$ cat src/rtl/vloop_pkg.sv
package vloop_pkg;
    localparam int WORD_W    = 32;
    localparam int MAJOR_W   = 6;
    localparam logic [MAJOR_W-1:0] MAJOR_PFX = 6'b000001;
    localparam int MARK_A_MSB0 = 7;
    localparam int MARK_B_MSB0 = 9;
    localparam int MARK_A_POS  = WORD_W - 1 - MARK_A_MSB0;
    localparam int MARK_B_POS  = WORD_W - 1 - MARK_B_MSB0;
    localparam int SEQ_INC   = 4;
    localparam int PFX_INC   = 8;

    typedef enum logic [1:0] {
        ADV_SEQ  = 2'd0,
        ADV_PFX  = 2'd1,
        ADV_HOLD = 2'd2,
        ADV_TRAP = 2'd3
    } adv_e;
endpackage

$ cat src/rtl/vloop_pfx_decode.sv
module vloop_pfx_decode
    import vloop_pkg::*;
(
    input  logic [WORD_W-1:0] word,
    output logic              is_pfx
);
    logic [MAJOR_W-1:0] major;
    always_comb begin
        major  = word[WORD_W-1 -: MAJOR_W];
        is_pfx = (major == MAJOR_PFX) && word[MARK_A_POS] && word[MARK_B_POS];
    end
endmodule

$ cat src/rtl/vloop_step_ctl.sv
module vloop_step_ctl
    import vloop_pkg::*;
#(
    parameter int STEP_W = 7
) (
    input  logic              trap,
    input  logic              is_pfx,
    input  logic              dst_scalar,
    input  logic [STEP_W-1:0] vl,
    input  logic [STEP_W-1:0] step,
    output adv_e              adv,
    output logic [STEP_W-1:0] step_nxt,
    output logic              skip
);
    logic last;
    always_comb begin
        skip = is_pfx && (vl == '0);
        last = (step == vl - STEP_W'(1));
        if (trap) begin
            adv      = ADV_TRAP;
            step_nxt = '0;
        end else if (!is_pfx) begin
            adv      = ADV_SEQ;
            step_nxt = '0;
        end else if (skip || dst_scalar || last) begin
            adv      = ADV_PFX;
            step_nxt = '0;
        end else begin
            adv      = ADV_HOLD;
            step_nxt = step + STEP_W'(1);
        end
    end
endmodule

$ cat src/rtl/vloop_addr_gen.sv
module vloop_addr_gen
    import vloop_pkg::*;
#(
    parameter int              ADDR_W   = 64,
    parameter logic [ADDR_W-1:0] TRAP_OFS = 'h700
) (
    input  adv_e              adv,
    input  logic [ADDR_W-1:0] cur,
    input  logic [ADDR_W-1:0] trap_base,
    output logic [ADDR_W-1:0] addr
);
    always_comb begin
        unique case (adv)
            ADV_SEQ:  addr = cur + ADDR_W'(SEQ_INC);
            ADV_PFX:  addr = cur + ADDR_W'(PFX_INC);
            ADV_HOLD: addr = cur;
            default:  addr = trap_base + TRAP_OFS;
        endcase
    end
endmodule

$ cat src/rtl/vloop_pc_seq.sv
module vloop_pc_seq
    import vloop_pkg::*;
#(
    parameter int                ADDR_W     = 64,
    parameter int                STEP_W     = 7,
    parameter logic [ADDR_W-1:0] RESET_ADDR = 'h1000,
    parameter logic [ADDR_W-1:0] TRAP_OFS   = 'h700
) (
    input  logic              clk,
    input  logic              rst,
    input  logic [ADDR_W-1:0] cur_addr,
    input  logic [WORD_W-1:0] fetch_word,
    input  logic [STEP_W-1:0] vec_len,
    input  logic              exec_done,
    input  logic              dst_scalar,
    input  logic              trap_req,
    input  logic [ADDR_W-1:0] trap_base,
    output logic [ADDR_W-1:0] nxt_addr,
    output logic [STEP_W-1:0] elem_step,
    output logic              is_prefixed,
    output logic [ADDR_W-1:0] suffix_addr,
    output logic              skip
);
    adv_e              adv;
    logic [STEP_W-1:0] step_d;
    logic [ADDR_W-1:0] addr_d;

    vloop_pfx_decode u_dec (
        .word   (fetch_word),
        .is_pfx (is_prefixed)
    );

    vloop_step_ctl #(.STEP_W(STEP_W)) u_step (
        .trap       (trap_req),
        .is_pfx     (is_prefixed),
        .dst_scalar (dst_scalar),
        .vl         (vec_len),
        .step       (elem_step),
        .adv        (adv),
        .step_nxt   (step_d),
        .skip       (skip)
    );

    vloop_addr_gen #(.ADDR_W(ADDR_W), .TRAP_OFS(TRAP_OFS)) u_addr (
        .adv       (adv),
        .cur       (cur_addr),
        .trap_base (trap_base),
        .addr      (addr_d)
    );

    assign suffix_addr = cur_addr + ADDR_W'(SEQ_INC);

    always_ff @(posedge clk) begin
        if (rst) begin
            nxt_addr  <= RESET_ADDR;
            elem_step <= '0;
        end else if (trap_req || exec_done) begin
            nxt_addr  <= addr_d;
            elem_step <= step_d;
        end
    end
endmodule

$ cat config.mk
export PLATFORM = sky130hd
export DESIGN_NAME = vloop_pc_seq
export DESIGN_NICKNAME = d
export VERILOG_FILES = /design/src/rtl/vloop_pkg.sv /design/src/rtl/vloop_pfx_decode.sv /design/src/rtl/vloop_step_ctl.sv /design/src/rtl/vloop_addr_gen.sv /design/src/rtl/vloop_pc_seq.sv
export SDC_FILE = /design/constraint.sdc
export NUM_CORES = 1
export LEC_CHECK = 0
export ABC_AREA = 1
export BUFFER_PORTS_ARGS = -buffer_cell sky130_fd_sc_hd__buf_2
export CAP_MARGIN = 5
export CORE_UTILIZATION = 53
export CTS_CLUSTER_SIZE = 12
export DETAILED_ROUTE_END_ITERATION = 6
export GPL_ROUTABILITY_DRIVEN = 0
export PLACE_DENSITY_LB_ADDON = 0.2
export SLEW_MARGIN = 20
export SYNTH_ARGS = -nofsm -noshare
export SYNTH_HDL_FRONTEND = slang
export SYNTH_SLANG_ARGS = --single-unit
export TNS_END_PERCENT = 50
$ cat constraint.sdc
create_clock -name clk -period 2.7 [get_ports clk]
set_clock_uncertainty 0.1 [all_clocks]
set_input_delay 0.27 -clock clk [delete_from_list [all_inputs] [get_ports clk]]
set_output_delay 0.27 -clock clk [all_outputs]
set_load 0.02 [all_outputs]
After elaboration in Yosys (flattened, before gate mapping)
Cells that the tools add are included.

storage, ports and cells
  register bits after elaboration = 71
  bits in latches = 0
  RAM bits = 0
  ROM bits = 0
  bits of input ports = 172
  output and inout port bits = 137
  logic and storage cells = 26
  memories kept = 0

cells by class
  add/subtract/negate cells = 5
  multipliers = 0
  div/mod/pow operators = 0
  order comparisons = 0
  equal/unequal tests = 4
  shift-type cells = 0
  mux-type cells = 7
  bitwise operators = 0
  reduce and logical (&&, ||, !) cells = 8

operators with widths
  operator                  number
  $pmux W64 S3              1
  $add A64 B11 Y64 const B  1
  $add A64 B3 Y64 const B   1
  $add A64 B4 Y64 const B   1
  $mux W7                   3
  $add A7 B1 Y7 const B     1
  $eq A7 B7 Y1              1
  $logic_not A7 Y1          1
  $sub A7 B1 Y7 const B     1
  $eq A6 B1 Y1 const B      1
  $mux W2                   3
  $logic_and A1 B1 Y1       3
  $logic_or A1 B1 Y1        3
  $eq A2 B1 Y1 const B      1
  $eq A2 B2 Y1 const B      1
  $logic_not A2 Y1          1

Logic depth before layout (Yosys ltp)
  depth after elaboration = 11
  gate-level depth with buffers = 19
  mapped depth without buffers = 18

Modules after synthesis
A second synthesis with hierarchy kept.

unflattened totals
  cells, all modules = 2,243
  area total of the unflattened synthesis = 11,476.0 um^2

by module, submodules not included
  module            instances  cells each  area each (um^2)  seq. area each (um^2)
  vloop_addr_gen    1          1,394       6,521.3           0.0
  vloop_pc_seq      1          747         4,473.0           1,421.4
  vloop_step_ctl    1          93          445.4             0.0
  vloop_pfx_decode  1          9           36.3              0.0

Worst setup path after synthesis
Ideal clock, no wire load.

  path kind = input port to flip-flop
  start = in cur_addr[3]
  end = reg nxt_addr[63]
  library setup time = 0.064 ns
  data arrival time = 1.959 ns
  data required time = 2.536 ns
  setup slack = 0.577 ns
  stages on the path = 14
  buffers on the path = 0
  cell sequence = ha_1 > inv_1 > nor2_4 > nand2_4 > nor2_4 > nand2_2 > inv_2 > nand2_2 > nor2_2 > xor2_1 > nand2_1 > nand3_1 > nor2_1 > nor2_1

on the way
  longest elaborated chain between the ends = 2
  elaborated cells between the ends (all ways) = 3
  those cells by class = add/sub (2); mux (1)

RTL lines
  element                 line                  text
  start: declaration      vloop_pc_seq.sv:11    input logic [ADDR_W-1:0] cur_addr,
  $add A64 B3 Y64         n/a
  net suffix_addr[63]     vloop_pc_seq.sv:21    output logic [ADDR_W-1:0] suffix_addr,
  $pmux W64 S3            vloop_addr_gen.sv:13  unique case (adv)
  end signal: assignment  vloop_pc_seq.sv:58    nxt_addr <= addr_d;
  end: declaration        vloop_pc_seq.sv:18    output logic [ADDR_W-1:0] nxt_addr,

The timed path passes the listed nets, and every way through them passes these cells.
A chain may end at the register's enable or synchronous reset.

Final worst setup path
  start = in cur_addr[3]
  end = out suffix_addr[33]

on the way
  longest elaborated chain between the ends = 1

RTL lines
  element           line                text
  $add A64 B3 Y64   vloop_pc_seq.sv:51  assign suffix_addr = cur_addr + ADDR_W'(SEQ_INC);
  end: declaration  vloop_pc_seq.sv:21

No other way between the ends.

==> impl_metrics.py <==
metrics = {
    "timing": {
        "fin_ws_ns": 0.157,
        "period_needed_ns": 2.54,
        "worstMarginPinSlew_ns": 0.698,
        "hold_violations": 0,
        "drv_slew": 0,
        "rsz0062_at_grt": "false",
        "finalSetupTns_ns": 0,
        "period_share_pct": 94.2,
        "fmax_ghz": 0.393,
        "finalSetupViolCount": 0,
        "hold-worst-slack_ns": 0.114,
        "max_slew_margin_pct": 53.4,
    },
    "critical_path": {
        "critPathSlowestCell": "xor2_1",
        "crit_start": "cur_addr[3]",
        "startpoint_type": "input port",
        "r2r_cells": 14,
        "regToRegEndpoint": "nxt_addr[53]",
        "critPathTopFamily": "simple AND/OR/NAND/NOR gates",
        "path_cells": "buf_2 > ha_2 > nand2_1 > nor2_1 > inv_1 > nor2_1 > nand2_1 > xor2_1 > inv_1 > buf_2",
        "worstSetupPathType": "input port to output port",
        "cpPeakStageDelay_ns": 0.32,
        "critPathBufInv": 4,
        "cp.required_ns": 2.33,
        "crit_fanout": 7,
        "r2r_start": "elem_step[0]",
        "cp.arrival_ns": 2.17,
        "worst-r2r-setup-slack_ns": 0.40,
        "critPathCaptureType": "output port",
    },
    "yosys": {
        "yosys_register_bits": 71,
        "yosysTopAreaCellShare_pct": 18.3,
        "syn-num-nets": 1909,
        "syn_area_per_cell_um2": 5.53,
        "synthCells": 1732,
        "synth-main-ff-cell": "dfxtp_1",
        "ys_seq_area_share_pct": 14.8,
        "synth.area.top_cells": "nand2_1, dfxtp_1, nor2_1, inv_1, xor2_1",
        "yosys_warnings": 0,
        "synth_edf_count": 0,
        "synth_async_sr_flop_share_pct": 0,
        "yosys.area.top_type": "nand2_1",
        "synth_area_um2": 9570,
        "netlist-cell-type-count": 47,
    },
    "detailed_routing": {
        "drt_iter0_markers": 1938,
        "vias": 13276,
        "route.antenna.remaining_nets": 0,
        "routed_wl_um": 42400,
        "first_pass_iters": 7,
        "drc": 28,
        "routed_via_density": 5.92,
        "wl_per_cell_um": 18.9,
    },
    "global_route": {
        "grt_overflow": 0,
        "grt_pass1_vias": 11615,
        "antenna_found_initial": 5,
        "grt_pass1_wl_um": 62600,
        "grtUsageTotal_pct": 45.0,
        "grt_max_degree": 60,
    },
    "min_path": {
        "min_from": "trap_base[0]",
        "hold_path_class": "input port to register",
        "holdPathEnd": "nxt_addr[0]",
        "holdPathStages": 3,
    },
    "die": {
        "die-area_um2": 18600,
        "design.portCount": 309,
        "die_h_um": 136,
        "die_w_um": 136,
        "core.rowCount": 48,
        "start_util_pct": 54.8,
        "core_um2": 17500,
    },
    "power": {
        "p_comb_share_pct": 34.3,
        "pwr-share-clk_pct": 34.8,
        "irDropWorstVdd_uv": 409,
        "leakagePower_nw": 5.65,
        "internal-power_mw": 2.36,
        "swShare_pct": 37.6,
        "finalPower_mw": 3.78,
        "pwr-share-seq_pct": 31.0,
        "switching_power_mw": 1.42,
        "p_per_area_nw_per_um2": 324,
    },
    "layout": {
        "design_area_um2": 11700,
        "syn2layout_area_growth_pct": 22.0,
        "final_core_util_pct": 66.8,
        "drive_above_1_share_pct": 21.9,
        "multi_input_area_um2": 7030,
        "layout.area.seq_um2": 1420,
        "instances_no_fill": 2241,
        "fillerInstances": 1662,
        "nets": 2184,
    },
    "cts": {
        "path_clk_slew_ns": 0.06,
        "cts_hold_buffers": 0,
        "cts_resized": 0,
        "cts_made_buffers": 9,
        "cts_setup_buffers": 0,
        "htreeDepth": 3,
        "clockBufferDepth": 2,
        "clk_latency_ns": 0.34,
        "cts.sinks": 71,
        "cts_root_buf": "clkbuf_16",
        "tritoncts": "done",
    },
    "job": {
        "maxCapViolations": 0,
    },
    "placement": {
        "dp_cells": 2221,
        "placed_area_um2": 11300,
        "dp_hpwl_um": 33900,
        "place_ws_ns": 0.195,
        "io_buffers": 284,
    },
    "outcome": {
        "status": "finished, violations left",
        "violations": "design-rule violations",
    },
}
[layout make-up]
cell class                      count  area share [%]
Antenna cell                        4          0.0857
Clock buffer                       11            2.08
Clock inverter                      5           0.697
Inverter                          234            7.53
Multi-Input combinational cell   1373            60.2
Sequential cell                    71            12.2
Tap cell                          225            2.41
Timing Repair Buffer              318            14.8
[synthesized netlist by cell type, types with 7 or more instances]
cell type,number
o211ai_1,11
nor2_1,256
o21ai_0,61
dfxtp_1,71
a31oi_1,18
inv_1,215
o221ai_1,17
buf_2,12
xor2_1,90
clkbuf_1,33
nor3_1,42
nand2_1,466
and2_1,7
nor4_1,7
nand3_1,139
nor2_4,14
xnor2_1,24
a21oi_1,53
o21ai_1,7
inv_2,17
nor2_2,29
nand4_1,65
nand2_2,17
[layout by cell type, fill, tap and decap left out, types with 7 or more instances in the layout]
cell | Yosys | final
dfxtp_1 | 71 | 71
o21ai_1 | 7 | 7
nand3_1 | 139 | 139
xor2_1 | 90 | 90
buf_4 | 6 | 30
and2_1 | 7 | 7
nor4_1 | 7 | 7
o21ai_0 | 61 | 61
inv_2 | 17 | 19
nor2_4 | 14 | 14
nor3_1 | 42 | 42
nand4_1 | 65 | 65
a21oi_1 | 53 | 53
a31oi_1 | 18 | 18
nand2_2 | 17 | 17
buf_2 | 12 | 284
o221ai_1 | 17 | 17
nor2_1 | 256 | 254
xnor2_1 | 24 | 24
nand2_1 | 466 | 466
o211ai_1 | 11 | 11
inv_1 | 215 | 214
clkbuf_16 | 0 | 9
nor2_2 | 29 | 31
[power groups by stage]
stage	Clock, mW	Sequential [mW]	Combinational [mW]
finish	1.31	1.17	1.30
global route	1.36	1.18	1.38
CTS	1.31	1.17	1.25
detailed placement	0	1.19	1.25
global placement	0	1.19	1.23
floorplan	0	1.28	0.610
[layer usage]
layer,vias up,GRT usage [%],wire [um]
li1,6138,-,-
met1,5842,56.5,15600
met2,1070,67.2,17600
met3,222,12.3,6300
met4,4,28.8,2890
met5,-,0,24
[worst max path at each step]
stage	slack [ns]	cells after the start	end
detailed placement	0.19	15	nxt_addr[10]
finish	0.16	10	suffix_addr[33]
CTS	0.19	14	suffix_addr[47]
floorplan	0.58	14	nxt_addr[63]
global placement	0.22	13	suffix_addr[35]
global route	0.04	13	suffix_addr[35]
[flip-flops by register name, summed over array words and instances (netlist names)]
signal,cells
nxt_addr,64
elem_step,7
[cells by family after synthesis]
family	Yosys count	synth area share [%]
AND/OR/NAND/NOR	1072	51.0
buffers and inverters	288	11.8
AO/OA/AOI/OAI	180	11.0
XOR/XNOR	116	10.8
flip-flops	71	14.8
adder cells (fa/ha/maj)	5	0.654
[worst reg2reg max path: stages, from the launching register on]
cell	delay [ns]
dfxtp_1	0.42
inv_1	0.08
nand2_1	0.06
nand2_1	0.05
nor2_1	0.15
nand3_1	0.09
nor2_1	0.10
nand2_1	0.10
nor2_4	0.15
nor2_8	0.08
nor2_8	0.33
nand2_1	0.11
nand3_1	0.24
nand2_1	0.09
nor2_1	0.10
No activity file was read; power rests on OpenSTA's default activity.
